$ cat config.mk
export PLATFORM = sky130hd
export DESIGN_NAME = crc5_nibble_gen
export DESIGN_NICKNAME = d
export VERILOG_FILES = /design/src/rtl/crc5_pkg.sv /design/src/rtl/crc5_xor_net.sv /design/src/rtl/crc5_act_dec.sv /design/src/rtl/crc5_state_reg.sv /design/src/rtl/crc5_nibble_gen.sv
export SDC_FILE = /design/constraint.sdc
export NUM_CORES = 1
export LEC_CHECK = 0
export ABC_AREA = 1
export BUFFER_PORTS_ARGS = -buffer_cell sky130_fd_sc_hd__buf_2
export CAP_MARGIN = 20
export CORE_AREA = 2 2 39 41
export CTS_BUF_LIST = sky130_fd_sc_hd__clkbuf_4
export DETAILED_ROUTE_END_ITERATION = 6
export DIE_AREA = 0 0 41 43
export PLACE_DENSITY_LB_ADDON = 0.3
export SLEW_MARGIN = 20
export SYNTH_ARGS = -nofsm -noshare
export SYNTH_HDL_FRONTEND = slang
export SYNTH_SLANG_ARGS = --single-unit
export TNS_END_PERCENT = 20
$ cat constraint.sdc
create_clock -name clk -period 1.1 [get_ports clk]
set_input_delay 0.22 -clock clk [delete_from_list [all_inputs] [get_ports clk]]
set_output_delay 0.22 -clock clk [all_outputs]
set_load 0.01 [all_outputs]
$ cat src/rtl/crc5_pkg.sv
package crc5_pkg;

    localparam int unsigned CRC_W    = 5;
    localparam int unsigned NIBBLE_W = 4;
    localparam logic [CRC_W-1:0] POLY_TAPS = 5'h05;
    localparam logic [CRC_W-1:0] SEED      = 5'h1F;

    typedef enum logic [1:0] {
        ACT_HOLD = 2'd0,
        ACT_LOAD = 2'd1,
        ACT_STEP = 2'd2
    } crc_act_e;

endpackage

$ cat src/rtl/crc5_xor_net.sv
module crc5_xor_net #(
    parameter int unsigned CW = 5,
    parameter int unsigned DW = 4,
    parameter logic [CW-1:0] TAPS = 5'h05
) (
    input  logic [CW-1:0] cur,
    input  logic [DW-1:0] din,
    output logic [CW-1:0] nxt
);
    localparam bit FIXED_FORM = (CW == 5) && (DW == 4) && (TAPS == 5'h05);

    generate
        if (FIXED_FORM) begin : g_flat
            // Hand-flattened equations for the five-bit, four-bit-wide case.
            always_comb begin
                nxt[0] = cur[1] ^ cur[4] ^ din[0] ^ din[3];
                nxt[1] = cur[2] ^ din[1];
                nxt[2] = cur[1] ^ cur[3] ^ cur[4] ^ din[0] ^ din[2] ^ din[3];
                nxt[3] = cur[2] ^ cur[4] ^ din[1] ^ din[3];
                nxt[4] = cur[0] ^ cur[3] ^ din[2];
            end
        end else begin : g_unrolled
            // Other widths: unroll the serial recurrence, MSB of data first.
            always_comb begin
                logic [CW-1:0] s;
                logic          fb;
                s = cur;
                for (int i = DW - 1; i >= 0; i--) begin
                    fb = s[CW-1] ^ din[i];
                    s  = {s[CW-2:0], 1'b0} ^ ({CW{fb}} & TAPS);
                end
                nxt = s;
            end
        end
    endgenerate
endmodule

$ cat src/rtl/crc5_act_dec.sv
module crc5_act_dec
    import crc5_pkg::*;
(
    input  logic     seed_req,
    input  logic     take_req,
    output crc_act_e act
);
    always_comb begin
        if (seed_req)      act = ACT_LOAD;
        else if (take_req) act = ACT_STEP;
        else               act = ACT_HOLD;
    end
endmodule

$ cat src/rtl/crc5_state_reg.sv
module crc5_state_reg
    import crc5_pkg::*;
#(
    parameter int unsigned CW = 5,
    parameter logic [CW-1:0] SEED_VAL = 5'h1F
) (
    input  logic          clk,
    input  crc_act_e      act,
    input  logic [CW-1:0] step_val,
    output logic [CW-1:0] q
);
    logic [CW-1:0] q_r;

    always_ff @(posedge clk) begin
        unique case (act)
            ACT_LOAD: q_r <= SEED_VAL;
            ACT_STEP: q_r <= step_val;
            ACT_HOLD: q_r <= q_r;
            default:  q_r <= q_r;
        endcase
    end

    always_comb q = q_r;

    // Checks are enabled only after the first seed.
    logic armed = 1'b0;
    always_ff @(posedge clk) if (act == ACT_LOAD) armed <= 1'b1;

    a_r2_seed_loads: assert property (@(posedge clk) disable iff (!armed)
        act == ACT_LOAD |=> q == SEED_VAL);
    a_r4_idle_holds: assert property (@(posedge clk) disable iff (!armed)
        act == ACT_HOLD |=> $stable(q));
endmodule

$ cat src/rtl/crc5_nibble_gen.sv
module crc5_nibble_gen
    import crc5_pkg::*;
#(
    parameter int unsigned CW = CRC_W,
    parameter int unsigned DW = NIBBLE_W,
    parameter logic [CW-1:0] TAPS = POLY_TAPS,
    parameter logic [CW-1:0] SEED_VAL = SEED
) (
    input  logic          clk,
    input  logic          init,
    input  logic          data_valid,
    input  logic [DW-1:0] data_in,
    output logic [CW-1:0] crc_out
);
    crc_act_e      act;
    logic [CW-1:0] next_val;
    logic [CW-1:0] cur_val;

    crc5_act_dec u_dec (
        .seed_req (init),
        .take_req (data_valid),
        .act      (act)
    );

    crc5_xor_net #(.CW(CW), .DW(DW), .TAPS(TAPS)) u_net (
        .cur (cur_val),
        .din (data_in),
        .nxt (next_val)
    );

    crc5_state_reg #(.CW(CW), .SEED_VAL(SEED_VAL)) u_reg (
        .clk      (clk),
        .act      (act),
        .step_val (next_val),
        .q        (cur_val)
    );

    assign crc_out = cur_val;

    // Bit-serial reference, kept apart from the flat network.
    logic [CW-1:0] ser_ref;
    always_comb begin
        logic [CW-1:0] s;
        logic          fb;
        s = crc_out;
        for (int i = DW - 1; i >= 0; i--) begin
            fb = s[CW-1] ^ data_in[i];
            s  = {s[CW-2:0], 1'b0} ^ ({CW{fb}} & TAPS);
        end
        ser_ref = s;
    end

    logic armed = 1'b0;
    always_ff @(posedge clk) if (init) armed <= 1'b1;

    a_r1_matches_serial: assert property (@(posedge clk) disable iff (!armed)
        (data_valid && !init) |=> crc_out == $past(ser_ref));
    a_r3_seed_wins: assert property (@(posedge clk) disable iff (!armed)
        (init && data_valid) |=> crc_out == SEED_VAL);
endmodule

-- Yosys cells after proc, flatten, opt, wreduce, memory -nomap -nowiden
Index checks and enable logic that the tools add are counted.
- equality and inequality tests: 2
- multiplexer cells: 3
- bitwise operators: 14
- reduce and logical (&&, ||, !) cells: 1
- operators with widths (kind ; number):
    1-bit bitwise XOR ; 14
    5-bit one-hot mux with 2 select lines ; 1
    2-bit 2-to-1 mux ; 2
    2-bit by 1-bit == test with 1-bit output, second input constant ; 1
    2-bit == test, second input constant ; 1
    2-bit nonzero test ; 1
- register bits after elaboration: 5
- output and inout bits: 5
- word-level logic and storage cells: 21

-- Logic depth before layout (Yosys ltp)
Gate-level depths: netlist of the first run.
- depth in word-level cells: 6
- gate-level depth with buffers: 6
- gate-level depth less buffers: 6

-- Modules after synthesis
A second synthesis of the first run with hierarchy kept.
- cells, all modules: 49
- area, all modules: 375.4 um^2
- by module, submodules not included (module ; times used ; cells each ; area each (um^2)):
    crc5_state_reg ; 1 ; 18 ; 207.7
    crc5_xor_net ; 1 ; 28 ; 150.1
    crc5_act_dec ; 1 ; 3 ; 17.5

-- Worst setup path after synthesis of the first run
No wires, ideal clock.
- path kind: register -> register
- from: register u_reg.q_r[4], in the netlist u_reg.q[4]
- to: register u_reg.q_r[2], in the netlist u_reg.q[2] (data pin)
- setup time: 265 ps
- arrival: 921 ps
- setup slack: -86 ps
- stages on the path, launching flop included: 7
- path through: edfxtp_1 -> nand2_1 -> inv_1 -> nor2_1 -> nand2_1 -> nand3_1 -> nand3_1
- longest elaborated chain between the ends: 5
- RTL lines (item ; line ; text):
    from (decl) ; crc5_state_reg.sv:12 ; logic [CW-1:0] q_r;
    from (signal assigned) ; crc5_state_reg.sv:17 ; ACT_STEP: q_r <= step_val;
    from (signal assigned) ; crc5_state_reg.sv:18 ; ACT_HOLD: q_r <= q_r;
    from (signal assigned) ; crc5_state_reg.sv:19 ; default: q_r <= q_r;
    1-bit bitwise XOR (4 in a row) ; crc5_xor_net.sv:18 ; nxt[2] = cur[1] ^ cur[3] ^ cur[4] ^ din[0] ^ din[2] ^ din[3];
    5-bit one-hot mux with 2 select lines ; crc5_state_reg.sv:15 ; unique case (act)
No other way between the ends.
A chain may end at the register's enable or synchronous reset.

-- Worst setup path in the final report of the first run
- from: register u_reg.q_r[4], in the netlist u_reg.q[4]
- to: register u_reg.q_r[0], in the netlist u_reg.q[0] (data pin)
- longest elaborated chain between the ends: 4
- RTL lines (item ; line ; text):
    1-bit bitwise XOR (3 in a row) ; crc5_xor_net.sv:16 ; nxt[0] = cur[1] ^ cur[4] ^ din[0] ^ din[3];
    5-bit one-hot mux with 2 select lines ; crc5_state_reg.sv:15 ;
No other way between the ends.

==> results of run 1 <==
cells in the final DEF, fill, tap and decap left out:
cell and instances:
nand3_1 3, xor2_1 2, buf_4 2, or2_2 1, xnor2_1 7, inv_1 6
edfxtp_1 5, a21boi_1 1, nor2_1 1, nor2_2 2, buf_2 11, clkbuf_4 4
o21ai_1 1, nand2_1 12
what timing repair did:
item / in CTS / in global routing
gates resized for setup: 2 / 0
buffers inserted: 0 / 1
endpoints found under the hold margin: 0 / 0
pin swaps: 4 / 0
setup endpoints to repair: 5 / 7
worst reg2reg max path, delay by kind of cell, from the launching register on:
family | cells | cell delay, ns
AO/OA/AOI/OAI | 2 | 0.20
XOR/XNOR | 1 | 0.15
buffers and inverters | 1 | 0.18
flip-flops | 1 | 0.46
logic make-up after synthesis:
group,count (synthesis)
AOI/OAI and AO/OA,2
xor gates and xnor gates,9
buffers and inverters,6
DFF,5
and+or+nand+nor,19
Yosys cell counts:
master	count	area share
nand2_1	12	0.13
xnor2_1	7	0.18
inv_1	6	0.066
edfxtp_1	5	0.44
nand3_1	3	0.044
nor2_1	3	0.033
xor2_1	2	0.051
a21boi_1	1	0.022
o21ai_1	1	0.015
or2_2	1	0.018
final timing paths:
path | endpoint | cells past startpoint
worst max-delay path | u_reg.q[0] | 4
worst min-delay path | u_reg.q[4] | 3
worst max register to register | u_reg.q[0] | 4
worst min register to register | u_reg.q[1] | 2
where the power goes:
| part | switching (mW) | internal, mW |
|---|---|---|
| Clock | 0.0666 | 0.161 |
| Combinational | 0.0681 | 0.0634 |
| Sequential | 0.0131 | 0.227 |
routing by layer:
layer	routed length (um)	GRT usage
met1	268	0.111
met2	315	0.153
met3	66	0.0471
met4	12	0.100
met5	0	0
cell type report:
cell class | instances | area share
Inverter | 6 | 0.0483
Tap cell | 16 | 0.0429
Multi-Input combinational cell | 30 | 0.373
Timing Repair Buffer | 13 | 0.150
Sequential cell | 5 | 0.322
Clock buffer | 4 | 0.0643
through the flow:
step | TNS, ns | cells | cell area (um^2) | utilization | setup slack, ns
6_report | -0.350 | 74 | 467 | 0.337 | -0.142
5_1_grt | -0.745 | 74 | 467 | 0.337 | -0.223
4_1_cts | -0.341 | 73 | 459 | 0.332 | -0.142
3_5_place_dp | -0.234 | 69 | 424 | 0.307 | -0.123
3_3_place_gp | -0.168 | 69 | 424 | 0.307 | -0.0965
2_1_floorplan | -0.140 | 41 | 342 | - | -0.0756
==> out/metrics.cfg, run 1 <==
[sta]
finalSetupViolCount=4
fmax_mhz=805
post-route-min-period_ns=1.24
postLayoutSetupSlackWorst_ns=-0.142
fin_worst_skew_ns=0.000363
rsz0062_at_grt=true
slew_headroom=0.851
final-max-slew-violation-count=0
period_share=1.13
worst_pin_slew_ns=0.222
hold_viol=0
holdWs_ns=0.316

[min_path]
hold_path_class=in2reg
hold_start=data_in[2]

[worst_setup_path]
worstPathRequired_ns=1.08
crit_path_end_kind=flop
cp_num_buf_inv=1
setup.worst_path.start=u_reg.q[4]
path_delay_family=flip-flops
cp_slowest_cell=edfxtp_1
path_cells=buf_4 -> xor2_1 -> a21boi_1 -> o21ai_1
crit_type=reg2reg
rrSetupSlack_ns=-0.14
crit_arrival_ns=1.22
cp-start-kind=flop
slowest_delay_ns=0.46
worstPathMaxFanout=5
r2r-start=u_reg.q[4]

[logic_synthesis]
synthXorXnorAreaFrac=0.231
synthSimpleGateAreaFrac=0.227
syn_avg_cell_area_um2=8.33
syn_nets=48
ys_seq_area_frac=0.440
yosysWarnings=0
synth_area_um2=342
synthMuxAreaShare=0
ys_types=10
synthAdderAreaFrac=0
synth-compound-area-share=0.0366
synth-seq-cells=5
synth_top_family_by_area=XOR/XNOR gates
syn_inst=41

[cts]
cts_buffer_depth=2
clock_latency_ns=0.23
cts_hold_buf=0
clk_pin_slew_ns=0.04
cts-root-buf=clkbuf_4
htreeDepth=1
cts_sinks=5
cts_tree=done
cts-buffers-inserted=3

[power_and_ir_drop]
power.density_nw_per_um2=1280
leakage_nw=0.204
power_mw=0.599
peakVddDrop_mv=0.423

[route]
first_iter_violations=4
antenna_left=0
vias=304
avgRoutedWirePerCell_um=8.95
drcViolationCount=0
vias_per_cell=4.11
wirelength_um=662
dr.pass1.iters=2

[placed_design]
dp_hpwl_um=536
portBuffers=11
place_congestion=0.645

[global_routing]
grt_pass1_wl_um=1180
antenna_found_initial=0
grt_max_degree=6
grt-ovfl-total=0
gr-usage-all-layers=0.108
grt_pass1_vias=302

[status]
violations=negative setup slack
status=finished, violations left

[floorplanning]
pin_count=12
start_util=0.247
fp.dieH_um=43
rows=14
design.die.area_um2=1760
core_area_um2=1380
die_x_um=41

[final_layout]
fill_cells=151
multi_input_area_um2=174
layout.nets=66
drive_above_1_share=0.345
antennaDiodeCount=0
seq_area_um2=150
syn2layout_area_growth_pct=36.6
largest_reg_flops=5

[job]
cap_violations=0

Note: power is estimated with default switching activity, not from simulation.
==> run 2, diff against run 1 <==
Settings changed: ABC_AREA 1 to not set.
==> run 2 against run 1 <==
Against the previous run:
- the run still ends with negative setup slack left
- largest power group is now clock
- clock power grew 6%
- register-to-register slack lost 0.20 ns
- utilization shrank 3.6 points
==> out/metrics.cfg, run 2 <==
[status]
status=finished, violations left
violations=negative setup slack

[power_and_ir_drop]
leakage_nw=0.167
power_mw=0.620
power.density_nw_per_um2=1490
peakVddDrop_mv=0.356

[worst_setup_path]
crit_arrival_ns=1.44
cp_slowest_cell=edfxtp_1
worstPathMaxFanout=3
cp_num_buf_inv=0
slowest_delay_ns=0.39
timing.rr.end=u_reg.q[2]
crit_path_end_kind=flop
r2r-start=u_reg.q[3]
reg2reg_depth=3
path_delay_family=flip-flops
path_cells=xor2_1 -> or3b_1 -> mux2_4
worstPathRequired_ns=1.09
crit_type=reg2reg
rrSetupSlack_ns=-0.35
cp-start-kind=flop

[min_path]
hold_path_class=in2reg
hold_start=data_in[1]
whs_path_depth=3
hold_end=u_reg.q[1]

[final_layout]
final_core_util=0.301
syn2layout_area_growth_pct=56.3
layout.nets=48
fill_cells=161
drive_above_1_share=0.575
layout_common_cells=buf_2 (11), nand2_1 (5), edfxtp_1 (5)
final_area_um2=417
largest_reg_flops=5
seq_area_um2=150
fin_cells=56
layout_commonest_cell=buf_2
multi_input_area_um2=131
antennaDiodeCount=0

[floorplanning]
core_area_um2=1380
fp.dieH_um=43
rows=14
design.die.area_um2=1760
start_util=0.193
die_x_um=41
pin_count=12

[sta]
slew_headroom=0.782
postLayoutSetupSlackWorst_ns=-0.346
fmax_mhz=692
rsz0062_at_grt=true
final-max-slew-violation-count=0
period_share=1.31
hold_viol=0
fin_worst_skew_ns=0.00425
post-route-min-period_ns=1.45
worst_pin_slew_ns=0.325
finalSetupViolCount=5
holdWs_ns=0.357

[placed_design]
portBuffers=11
dp_cells=52
place_congestion=0.705
place_area_um2=372

[route]
first_iter_violations=2
drcViolationCount=0
vias_per_cell=3.82
avgRoutedWirePerCell_um=9.11
dr.pass1.iters=3
wirelength_um=510
vias=214
antenna_left=0

[cts]
cts_hold_buf=0
clock_latency_ns=0.25
htreeDepth=1
cts_buffer_depth=2
clk_pin_slew_ns=0.05
cts-root-buf=clkbuf_4
cts_tree=done
cts_sinks=5
cts-buffers-inserted=3

[logic_synthesis]
ys.flop_type=edfxtp_1
synth_edf_count=5
syn_nets=28
yosysTopAreaCellShare=0.563
ys_seq_area_frac=0.563
synth-seq-cells=5
syn_inst=21
ys_async_sr_fraction=0
synth_area_leaders=edfxtp_1 (56%), xnor2_1 (20%), nand2_1 (7.0%)
ys_types=8
synth_most_common_cell=xnor2_1
synth_area_um2=267
syn_avg_cell_area_um2=12.7
synthTopCellsByCount=xnor2_1 (6), edfxtp_1 (5), nand2_1 (5)
yosysWarnings=0
yosys.area.top_type=edfxtp_1

[global_routing]
grt-ovfl-total=0
antenna_found_initial=0
grt_pass1_wl_um=752
grt_max_degree=6
grt_pass1_vias=198
gr-usage-all-layers=0.0737

[job]
cap_violations=0

[run 2: changes by cell type after synthesis, moves of 3 or more]
cell	delta
inv_1	-6
nand2_1	-7
nand3_1	-3
nor2_1	-3
[run 2: worst min-delay path, stage by stage]
cell	delay [ns]
buf_2	0.08
xnor2_1	0.12
nand2_1	0.07
[run 2: worst max path at each step]
stage               start         end  cells past startpoint
3_5_place_dp   u_reg.q[3]  u_reg.q[2]                      3
6_report       u_reg.q[3]  u_reg.q[2]                      3
2_1_floorplan  u_reg.q[3]  u_reg.q[2]                      3
5_1_grt        u_reg.q[3]  u_reg.q[2]                      3
3_3_place_gp   u_reg.q[4]  u_reg.q[2]                      3
4_1_cts        u_reg.q[3]  u_reg.q[2]                      3
[run 2: logic make-up (layout without fill, tap and decap cells)]
| kind of cell | Yosys count | count (layout) | synth area share |
|---|---|---|---|
| and+or+nand+nor | 8 | 8 | 0.150 |
| xor gates and xnor gates | 7 | 7 | 0.230 |
| DFF | 5 | 5 | 0.563 |
| muxes | 1 | 1 | 0.0563 |
| buffers and inverters | 0 | 19 | 0 |
[run 2: metrics by stage]
| step | setup TNS [ns] | worst slack [ns] |
|---|---|---|
| after CTS | -0.800 | -0.358 |
| after global placement | -0.674 | -0.334 |
| after detailed placement | -0.716 | -0.347 |
| final | -0.659 | -0.346 |
| after global routing | -0.975 | -0.396 |
| after floorplan | -0.572 | -0.370 |
[run 2: per-layer routing]
| layer | share of wire | track usage | vias to the layer above |
|---|---|---|---|
| met3 | 0.10 | 0.0471 | 4 |
| met1 | 0.42 | 0.0689 | 93 |
| met2 | 0.42 | 0.0969 | 10 |
| li1 | - | - | 107 |
| met4 | 0.053 | 0.0800 | 0 |
| met5 | 0 | 0 | - |
[run 2: repair_timing]
action,in CTS,in global routing
pin swaps,1,2
setup buffers,0,0
gates cloned,0,0
setup endpoints to repair,5,5
gates resized for setup,0,2
[run 2: cell type report]
type | count | area share
clock buffer | 4 | 0.0721
multi-input combinational | 16 | 0.315
timing repair buffer | 15 | 0.204
sequential | 5 | 0.360
tap | 16 | 0.0480
[run 2: power breakdown]
group | switching [mW] | internal [mW] | total [mW] | leakage, nW
registers | 0.00838 | 0.229 | 0.237 | 0.0417
logic | 0.0591 | 0.0825 | 0.142 | 0.107
clock network | 0.0791 | 0.162 | 0.241 | 0.0184
total | 0.147 | 0.473 | 0.620 | 0.167
